==> src/rtl/sram_bw_pkg.sv <==
`timescale 1ns/1ps
package sram_bw_pkg;

   // What the captured edge asked of the port.
   typedef enum logic [1:0] {
      CYC_IDLE  = 2'd0,
      CYC_READ  = 2'd1,
      CYC_WRITE = 2'd2
   } cyc_kind_e;

   // Lane set for a write: global write covers all lanes.
   function automatic logic [7:0] lane_set(input logic gwe_n, input logic [7:0] we_n,
                                           input int unsigned lanes);
      logic [7:0] m;
      for (int i = 0; i < 8; i++)
         m[i] = (i < lanes) ? (~gwe_n | ~we_n[i]) : 1'b0;
      return m;
   endfunction

endpackage

==> src/rtl/sram_bw_ctrl.sv <==
`timescale 1ns/1ps
module sram_bw_ctrl
   import sram_bw_pkg::*;
#(
   parameter int unsigned LANES = 2
) (
   input  logic             clk,
   input  logic             rst_n,
   input  logic             sel_n,
   input  logic             sel_hi,
   input  logic             sel2_n,
   input  logic             gwe_n,
   input  logic [LANES-1:0] lane_we_n,
   input  logic             snooze,
   output logic [LANES-1:0] lane_wr,
   output cyc_kind_e        kind_q
);

   logic       selected;
   logic       any_we;
   logic [7:0] we_ext;
   logic [7:0] mask;
   cyc_kind_e  kind_d;

   always_comb begin
      we_ext = '1;
      we_ext[LANES-1:0] = lane_we_n;
   end

   assign selected = ~sel_n & sel_hi & ~sel2_n;
   assign mask     = lane_set(gwe_n, we_ext, LANES);
   assign any_we   = |mask[LANES-1:0];

   // Writes only land when selected and not snoozing.
   assign lane_wr = (selected && !snooze) ? mask[LANES-1:0] : '0;

   always_comb begin
      if (!selected)   kind_d = CYC_IDLE;
      else if (any_we) kind_d = CYC_WRITE;
      else             kind_d = CYC_READ;
   end

   always_ff @(posedge clk or negedge rst_n) begin
      if (!rst_n) kind_q <= CYC_IDLE;
      else        kind_q <= kind_d;
   end

endmodule

==> src/rtl/sram_bw_lane.sv <==
`timescale 1ns/1ps
module sram_bw_lane #(
   parameter int unsigned ADDR_W = 6,
   parameter int unsigned LANE_W = 9
) (
   input  logic              clk,
   input  logic              wr_en,
   input  logic [ADDR_W-1:0] wr_addr,
   input  logic [LANE_W-1:0] wr_data,
   input  logic [ADDR_W-1:0] rd_addr,
   output logic [LANE_W-1:0] rd_data
);

   localparam int unsigned DEPTH = 1 << ADDR_W;

   logic [LANE_W-1:0] cells [DEPTH];

   always_ff @(posedge clk) begin
      if (wr_en) cells[wr_addr] <= wr_data;
   end

   // Flow-through: no output register.
   assign rd_data = cells[rd_addr];

endmodule

==> src/rtl/sram_bw_drive.sv <==
`timescale 1ns/1ps
module sram_bw_drive
   import sram_bw_pkg::*;
#(
   parameter int unsigned WORD_W = 18
) (
   input  cyc_kind_e         kind_q,
   input  logic              oe_n,
   input  logic              snooze,
   input  logic [WORD_W-1:0] rd_word,
   output logic [WORD_W-1:0] dq_o,
   output logic              dq_oe
);

   // Output enable and snooze are level-acting, not sampled.
   assign dq_oe = (kind_q == CYC_READ) && !oe_n && !snooze;
   assign dq_o  = rd_word;

endmodule

==> src/rtl/sram_bw_port.sv <==
`timescale 1ns/1ps
module sram_bw_port
   import sram_bw_pkg::*;
#(
   parameter int unsigned ADDR_W      = 6,
   parameter int unsigned LANES       = 2,
   parameter int unsigned LANE_DATA_W = 8,
   parameter bit          PARITY_EN   = 1'b1,
   localparam int unsigned LANE_W     = LANE_DATA_W + (PARITY_EN ? 1 : 0),
   localparam int unsigned WORD_W     = LANES * LANE_W
) (
   input  logic              clk,
   input  logic              rst_n,
   input  logic [ADDR_W-1:0] addr_i,
   input  logic              sel_n_i,
   input  logic              sel_hi_i,
   input  logic              sel2_n_i,
   input  logic              gwe_n_i,
   input  logic [LANES-1:0]  lane_we_n_i,
   input  logic              oe_n_i,
   input  logic              snooze_i,
   input  logic [WORD_W-1:0] dq_i,
   output logic [WORD_W-1:0] dq_o,
   output logic              dq_oe_o
);

   generate
      if (ADDR_W < 1 || ADDR_W > 10) begin : g_bad_addr
         $error("sram_bw_port: ADDR_W must be 1..10");
      end
      if (LANES < 1 || LANES > 8) begin : g_bad_lanes
         $error("sram_bw_port: LANES must be 1..8");
      end
      if (LANE_DATA_W < 1 || LANE_DATA_W > 64) begin : g_bad_lane_w
         $error("sram_bw_port: LANE_DATA_W must be 1..64");
      end
   endgenerate

   logic [ADDR_W-1:0] addr_q;
   logic [LANES-1:0]  lane_wr;
   cyc_kind_e         kind_q;
   logic [WORD_W-1:0] rd_word;

   always_ff @(posedge clk or negedge rst_n) begin
      if (!rst_n) addr_q <= '0;
      else        addr_q <= addr_i;
   end

   sram_bw_ctrl #(.LANES(LANES)) ctrl_i (
      .clk       (clk),
      .rst_n     (rst_n),
      .sel_n     (sel_n_i),
      .sel_hi    (sel_hi_i),
      .sel2_n    (sel2_n_i),
      .gwe_n     (gwe_n_i),
      .lane_we_n (lane_we_n_i),
      .snooze    (snooze_i),
      .lane_wr   (lane_wr),
      .kind_q    (kind_q)
   );

   for (genvar g = 0; g < LANES; g++) begin : g_lane
      sram_bw_lane #(.ADDR_W(ADDR_W), .LANE_W(LANE_W)) bank_i (
         .clk     (clk),
         .wr_en   (lane_wr[g]),
         .wr_addr (addr_i),
         .wr_data (dq_i[g*LANE_W +: LANE_W]),
         .rd_addr (addr_q),
         .rd_data (rd_word[g*LANE_W +: LANE_W])
      );
   end

   sram_bw_drive #(.WORD_W(WORD_W)) drive_i (
      .kind_q  (kind_q),
      .oe_n    (oe_n_i),
      .snooze  (snooze_i),
      .rd_word (rd_word),
      .dq_o    (dq_o),
      .dq_oe   (dq_oe_o)
   );

endmodule

==> config.mk <==
export PLATFORM = sky130hd
export DESIGN_NAME = sram_bw_port
export DESIGN_NICKNAME = d
export VERILOG_FILES = /design/src/rtl/sram_bw_pkg.sv /design/src/rtl/sram_bw_ctrl.sv /design/src/rtl/sram_bw_lane.sv /design/src/rtl/sram_bw_drive.sv /design/src/rtl/sram_bw_port.sv
export SDC_FILE = /design/constraint.sdc
export NUM_CORES = 1
export LEC_CHECK = 0
export BUFFER_PORTS_ARGS = -buffer_cell sky130_fd_sc_hd__buf_2
export CAP_MARGIN = 25
export CORE_MARGIN = 8
export CORE_UTILIZATION = 45
export CTS_CLUSTER_DIAMETER = 50
export CTS_CLUSTER_SIZE = 28
export DETAILED_ROUTE_END_ITERATION = 10
export PLACE_DENSITY_LB_ADDON = 0.3
export SYNTH_ARGS = -nofsm -noshare
export SYNTH_HDL_FRONTEND = slang
export SYNTH_SLANG_ARGS = --single-unit
==> constraint.sdc <==
create_clock -name clk -period 2.3 [get_ports clk]
set_input_delay 0.345 -clock clk [delete_from_list [all_inputs] [get_ports clk]]
set_output_delay 0.345 -clock clk [all_outputs]
set_load 0.03 [all_outputs]
==> results.cfg, run 1 <==
[cells_and_area]
nets = 2633
drive_gt1_frac = 0.382
final_cells = 3982
syn_to_final_growth_pct = 22.8

[route]
drcViolationCount = 0
drt_pass1_iterations = 5
vias = 23100
drt-total-wl_microns = 108000
wire_per_inst_microns = 27.2
vias_per_cell = 5.80
drtIter0Drc = 2482
antenna_left = 0

[sta]
hold_ws_ns = 0.108
slew_viol_final = 0
timing.final.crit_share = 1.48
grt_setup_unrepaired = true
finalSetupViolations = 18
post-route-min-period_ns = 3.41
timing_hold_violations_final = 0
max_slew_margin = 0.476
worst_slew_pin_slew_ns = 0.787
max_freq_mhz = 294
fin_ws_ns = -1.11

[synth]
avgSynthCellArea_sq_um = 21.0
synthTopCellsByCount = edfxtp_1 (1152), mux4_2 (216), mux2i_1 (144)
ys.flop_type = edfxtp_1
syn_inst = 2125
ys_top_cells_by_area = edfxtp_1 (77%), mux4_2 (11%), mux2i_1 (3.2%)
synthArstFlopShare = 0.00690
yosysMostFrequentCell = edfxtp_1
synth-edff-count = 1152
synth_seq_cells = 1160
synth_fp_nets = 2159
yosys_warnings = 0
yosysSeqAreaShare = 0.779
post-synth-top-area-cell = edfxtp_1
synthDominantCellAreaShare = 0.775
synthDistinctLibCells = 35
synth_area_sq_um = 44600

[setup_path]
cp_slowest_cell = dfrtp_4
crit_type = reg2out
cp_data_arrival_time_ns = 3.06
crit_chain = buf_12 > buf_12 > buf_4 > mux4_2 > a22o_4 > a211oi_2 > buf_4 > a21oi_2 > and3_4 > buf_6
cp.required_ns = 1.96
end_kind = output port
cpLargestDelayFamily = buffers and inverters
crit_path_max_fanout = 7
slowest_delay_ns = 0.52
critPathLaunchType = register
cp_num_buf_inv = 5

[global_route]
gr-usage-all-layers = 0.197
grt_pass1_vias = 23800
overflow = 0
grt_max_degree = 65
grt_pass1_wl_microns = 158000
antenna_found_initial = 4

[placement]
dp_cells = 3739
gp_congestion = 0.822
portBuffers = 52
dp_hpwl_microns = 68300

[min_path]
hp-class = in2reg

[clocking]
cts_root_buf = clkbuf_16
clk_pin_slew_ns = 0.07
clk_path_buf_depth = 3
cts_tree = built
numCtsBuffers = 105
cts.sinks = 1160
h-tree-depth = 3

[floorplanning]
io_pins = 53
die_y_microns = 331
die_w_microns = 331
core_sq_um = 98400
die_area_sq_um = 110000
start_util = 0.454
rows = 115

[job]
drv_cap = 0

[pwr]
power_leakage_nw = 18.1
ir_drop_v = 0.000694
power_density_nw_per_um2 = 817

[run_status]
status = finished, violations left
violations = negative setup slack
## logic make-up (layout without fill, tap and decap cells)
group | after synthesis | in the layout | share of synthesized area
compound gates | 225 | 225 | 0.0393
buf+inv | 124 | 691 | 0.0146
flops | 1160 | 1160 | 0.779
mux | 360 | 360 | 0.141
other cells | 0 | 3 | 0
simple gates | 256 | 256 | 0.0255
## sequential cells by signal (all words and copies together), names as in the netlist
| signal | count |
|---|---|
| ctrl_i.kind_q | 2 |
| addr_q | 6 |
| g_lane.bank_i.cells | 1152 |
## where the power goes
group          switching [mW]  internal [mW]
combinational            1.61           1.21
sequential             0.0169           23.2
clock                    8.50           10.2
## stage by stage
stage	util	power [mW]	setup WS, ns	TNS (ns)	area [sq um]
after floorplan	-	24.9	-0.0152	-1.15	44600
after global routing	0.557	46.0	-1.18	-20.29	54800
after CTS	0.552	45.0	-1.14	-19.44	54400
after global placement	0.502	26.1	-0.718	-118.61	49500
after detailed placement	0.502	26.2	-0.713	-149.43	49500
final	0.557	44.8	-1.11	-18.79	54800
## cell usage in the layout, fill, tap and decap left out, types with 13 or more instances in the layout
| cell | synthesis | layout |
|---|---|---|
| nor2_1 | 133 | 132 |
| clkbuf_16 | 0 | 107 |
| a22o_1 | 19 | 14 |
| buf_2 | 44 | 34 |
| and3_4 | 0 | 17 |
| buf_4 | 11 | 354 |
| nand3_1 | 33 | 28 |
| a22oi_1 | 40 | 28 |
| a211oi_2 | 9 | 17 |
| o221ai_1 | 54 | 30 |
| a211oi_1 | 28 | 13 |
| buf_12 | 0 | 46 |
| a21oi_1 | 52 | 24 |
| buf_6 | 12 | 33 |
| mux2i_1 | 144 | 140 |
| inv_6 | 0 | 22 |
| a21oi_2 | 0 | 21 |
| edfxtp_1 | 1152 | 1152 |
| nand2_1 | 47 | 47 |
| o22ai_1 | 18 | 15 |
| mux4_2 | 216 | 216 |
| o221ai_2 | 0 | 14 |
## area by class of cell
cell class,instances,area [sq um]
repair buffers,490,4560
inverters,1,3.75
multi-input cells,841,10000
well taps,1287,1610
clock inverters,88,1080
clock buffers,112,2700
fillers,7322,43600
diodes,3,7.51
flip-flops and latches,1160,34800
## layer usage
metal / GRT usage / routed length (microns) / vias to the layer above
li1: - / - / 9856
met1: 0.273 / 45000 / 12100
met2: 0.315 / 52100 / 914
met3: 0.0311 / 7030 / 179
met4: 0.0756 / 4080 / 0
met5: 0 / 0 / -
## what timing repair did
action,CTS,global route
cloned,6,1
hold buffers,9,0
buffers inserted,17,13
resized for setup,148,69
endpoints found under the setup margin,18,18
endpoints found under the hold margin,15,0
pin swaps,24,35
## worst paths after layout
kind / slack [ns] / from / cells past startpoint / endpoint
min in group asynchronous: 0.24 / rst_n / 2 / ctrl_i.kind_q[1]$_DFF_PN0_
setup / recovery: -1.11 / addr_q[0]$_DFF_PN0_ / 10 / dq_o[13]
hold / removal: 0.11 / lane_we_n_i[1] / 3 / ctrl_i.kind_q[1]$_DFF_PN0_
max in group asynchronous: 1.81 / rst_n / 2 / addr_q[0]$_DFF_PN0_
Power figures use the tool's default switching activity.
==> run 2, diff against run 1 <==
--- a/config.mk
+++ b/config.mk
@@ -8,10 +8,11 @@
 export BUFFER_PORTS_ARGS = -buffer_cell sky130_fd_sc_hd__buf_2
 export CAP_MARGIN = 25
 export CORE_MARGIN = 8
-export CORE_UTILIZATION = 45
+export CORE_UTILIZATION = 52
 export CTS_CLUSTER_DIAMETER = 50
 export CTS_CLUSTER_SIZE = 28
 export DETAILED_ROUTE_END_ITERATION = 10
+export HOLD_SLACK_MARGIN = 0.03
 export PLACE_DENSITY_LB_ADDON = 0.3
 export SYNTH_ARGS = -nofsm -noshare
 export SYNTH_HDL_FRONTEND = slang
==> run 2 against run 1 <==
The flow still finishes with violations (negative setup slack). Hold slack lost 0.042 ns. Setup slack lost 0.0051 ns. Critical path depth is the same. Sequential power is essentially flat. Maximum frequency shrank 0.15%. Wire length shrank 0.51%. Flip-flop and latch count is the same. Combinational power is essentially flat. Die area shrank 13%. Count of clock-buffer cells in the layout shrank 2.
==> results.cfg, run 2 (synthesis results as in run 1) <==
[cells_and_area]
final_cells = 3843
nets = 2641
final_cell_area_sq_um = 54800
largest_reg_flops = 1152
layout_common_cells = edfxtp_1 (1152), buf_4 (350), mux4_2 (216), mux2i_1 (144), nor2_1 (132)
largestRegisters = g_lane.bank_i.cells: 1152 flops, addr_q: 6 flops, ctrl_i.kind_q: 2 flops
largest-register = g_lane.bank_i.cells
layout_commonest_cell = edfxtp_1
n_fill_cell = 5586
syn_to_final_growth_pct = 22.7
drive_gt1_frac = 0.383

[route]
vias_per_cell = 6.05
drcViolationCount = 0
antenna_left = 0
drt-total-wl_microns = 108000
drt_pass1_iterations = 5
drtIter0Drc = 2448
vias = 23200
wire_per_inst_microns = 28.0

[placement]
post_dp_cell_area_sq_um = 49400
portBuffers = 52
dp_cells = 3602
gp_congestion = 0.836
dp_hpwl_microns = 68600

[run_status]
status = finished, violations left
violations = negative setup slack

[min_path]
hp-class = in2reg

[clocking]
numCtsBuffers = 104
clk_pin_slew_ns = 0.07
cts_tree = built
h-tree-depth = 3
cts_root_buf = clkbuf_16
cts.sinks = 1160
clk_path_buf_depth = 3

[floorplanning]
rows = 107
io_pins = 53
die_y_microns = 309
start_util = 0.524
die_w_microns = 309
core_sq_um = 85100
die_area_sq_um = 95500

[setup_path]
crit_type = reg2out
crit_path_max_fanout = 7
end_kind = output port
critPathLaunchType = register
cp.required_ns = 1.96
cp_data_arrival_time_ns = 3.07

[pwr]
p_int_mw = 34.4
switching_power_mw = 10.1
p_clk_frac = 0.413
power_frac_seq = 0.522
power_density_nw_per_um2 = 812
power_leakage_nw = 18.2
comb_power_share = 0.064
swShare = 0.226
p_total_mw = 44.5
ir_drop_v = 0.000722

[global_route]
gr-usage-all-layers = 0.225
grt_max_degree = 65
overflow = 0
grt_pass1_wl_microns = 158000
antenna_found_initial = 2
grt_pass1_vias = 23900

[sta]
setup_tns_ns = -18.66
max_freq_mhz = 293
slew_viol_final = 0
finalSetupViolations = 18
grt_setup_unrepaired = true
post-route-min-period_ns = 3.41
fin_ws_ns = -1.11
max_slew_margin = 0.378
timing.final.crit_share = 1.48
timing_hold_violations_final = 0
hold_ws_ns = 0.0660
worst_slew_pin_slew_ns = 0.933

[job]
drv_cap = 0
==> run 2: per-layer routing <==
metal	global-route usage	vias up	wire length, microns
li1	-	9870	-
met1	0.308	12300	42600
met2	0.377	943	54500
met3	0.0327	164	7340
met4	0.0669	2	3150
met5	0	-	12
==> run 2: cell type report <==
class | instances | area [sq um] | share of cell area
Antenna cell | 1 | 2.50 | 0.0000457
Clock buffer | 110 | 2650 | 0.0483
Clock inverter | 87 | 1050 | 0.0193
Inverter | 1 | 3.75 | 0.0000685
Multi-Input combinational cell | 841 | 10000 | 0.183
Sequential cell | 1160 | 34800 | 0.635
Tap cell | 1144 | 1430 | 0.0261
Timing Repair Buffer | 499 | 4830 | 0.0882
==> run 2: metrics by stage <==
| step | worst slack (ns) | util |
|---|---|---|
| floorplan | -0.0152 | - |
| global placement | -0.784 | 0.580 |
| detailed placement | -0.740 | 0.580 |
| CTS | -1.10 | 0.639 |
| global route | -1.15 | 0.643 |
| finish | -1.11 | 0.643 |
==> run 2: what timing repair did <==
action                                  in CTS  in global routing
cloned                                       7                  5
setup buffers                               24                  5
gates resized for setup                    174                 43
endpoints found under the setup margin      18                 18
pin swaps                                   43                 18
endpoints found under the hold margin       15                  0
hold buffers                                 9                  0
==> run 2: critical path, stage by stage, from the launching register on <==
cell and delay (ns):
dfrtp_4 0.51, buf_12 0.17, buf_16 0.15, buf_8 0.13, buf_6 0.11, mux4_2 0.41, a22o_1 0.27, a211oi_2 0.22
a21oi_1 0.08, and3_4 0.19, buf_6 0.14
==> run 2: path summary, 6_finish.rpt <==
check / startpoint / to / slack [ns] / cells past startpoint
max: addr_q[0]$_DFF_PN0_ / dq_o[16] / -1.11 / 10
min: lane_we_n_i[1] / ctrl_i.kind_q[1]$_DFF_PN0_ / 0.07 / 3
max in group asynchronous: rst_n / addr_q[1]$_DFF_PN0_ / 1.89 / 2
min in group asynchronous: rst_n / addr_q[0]$_DFF_PN0_ / 0.11 / 2
==> run 2: power groups by stage <==
stage | combinational, mW | sequential, mW | clock [mW]
after floorplan | 1.14 | 23.7 | 0
after global placement | 2.39 | 23.7 | 0
after detailed placement | 2.43 | 23.7 | 0
after CTS | 2.77 | 23.2 | 18.6
after global routing | 2.98 | 23.2 | 19.4
final | 2.85 | 23.2 | 18.4
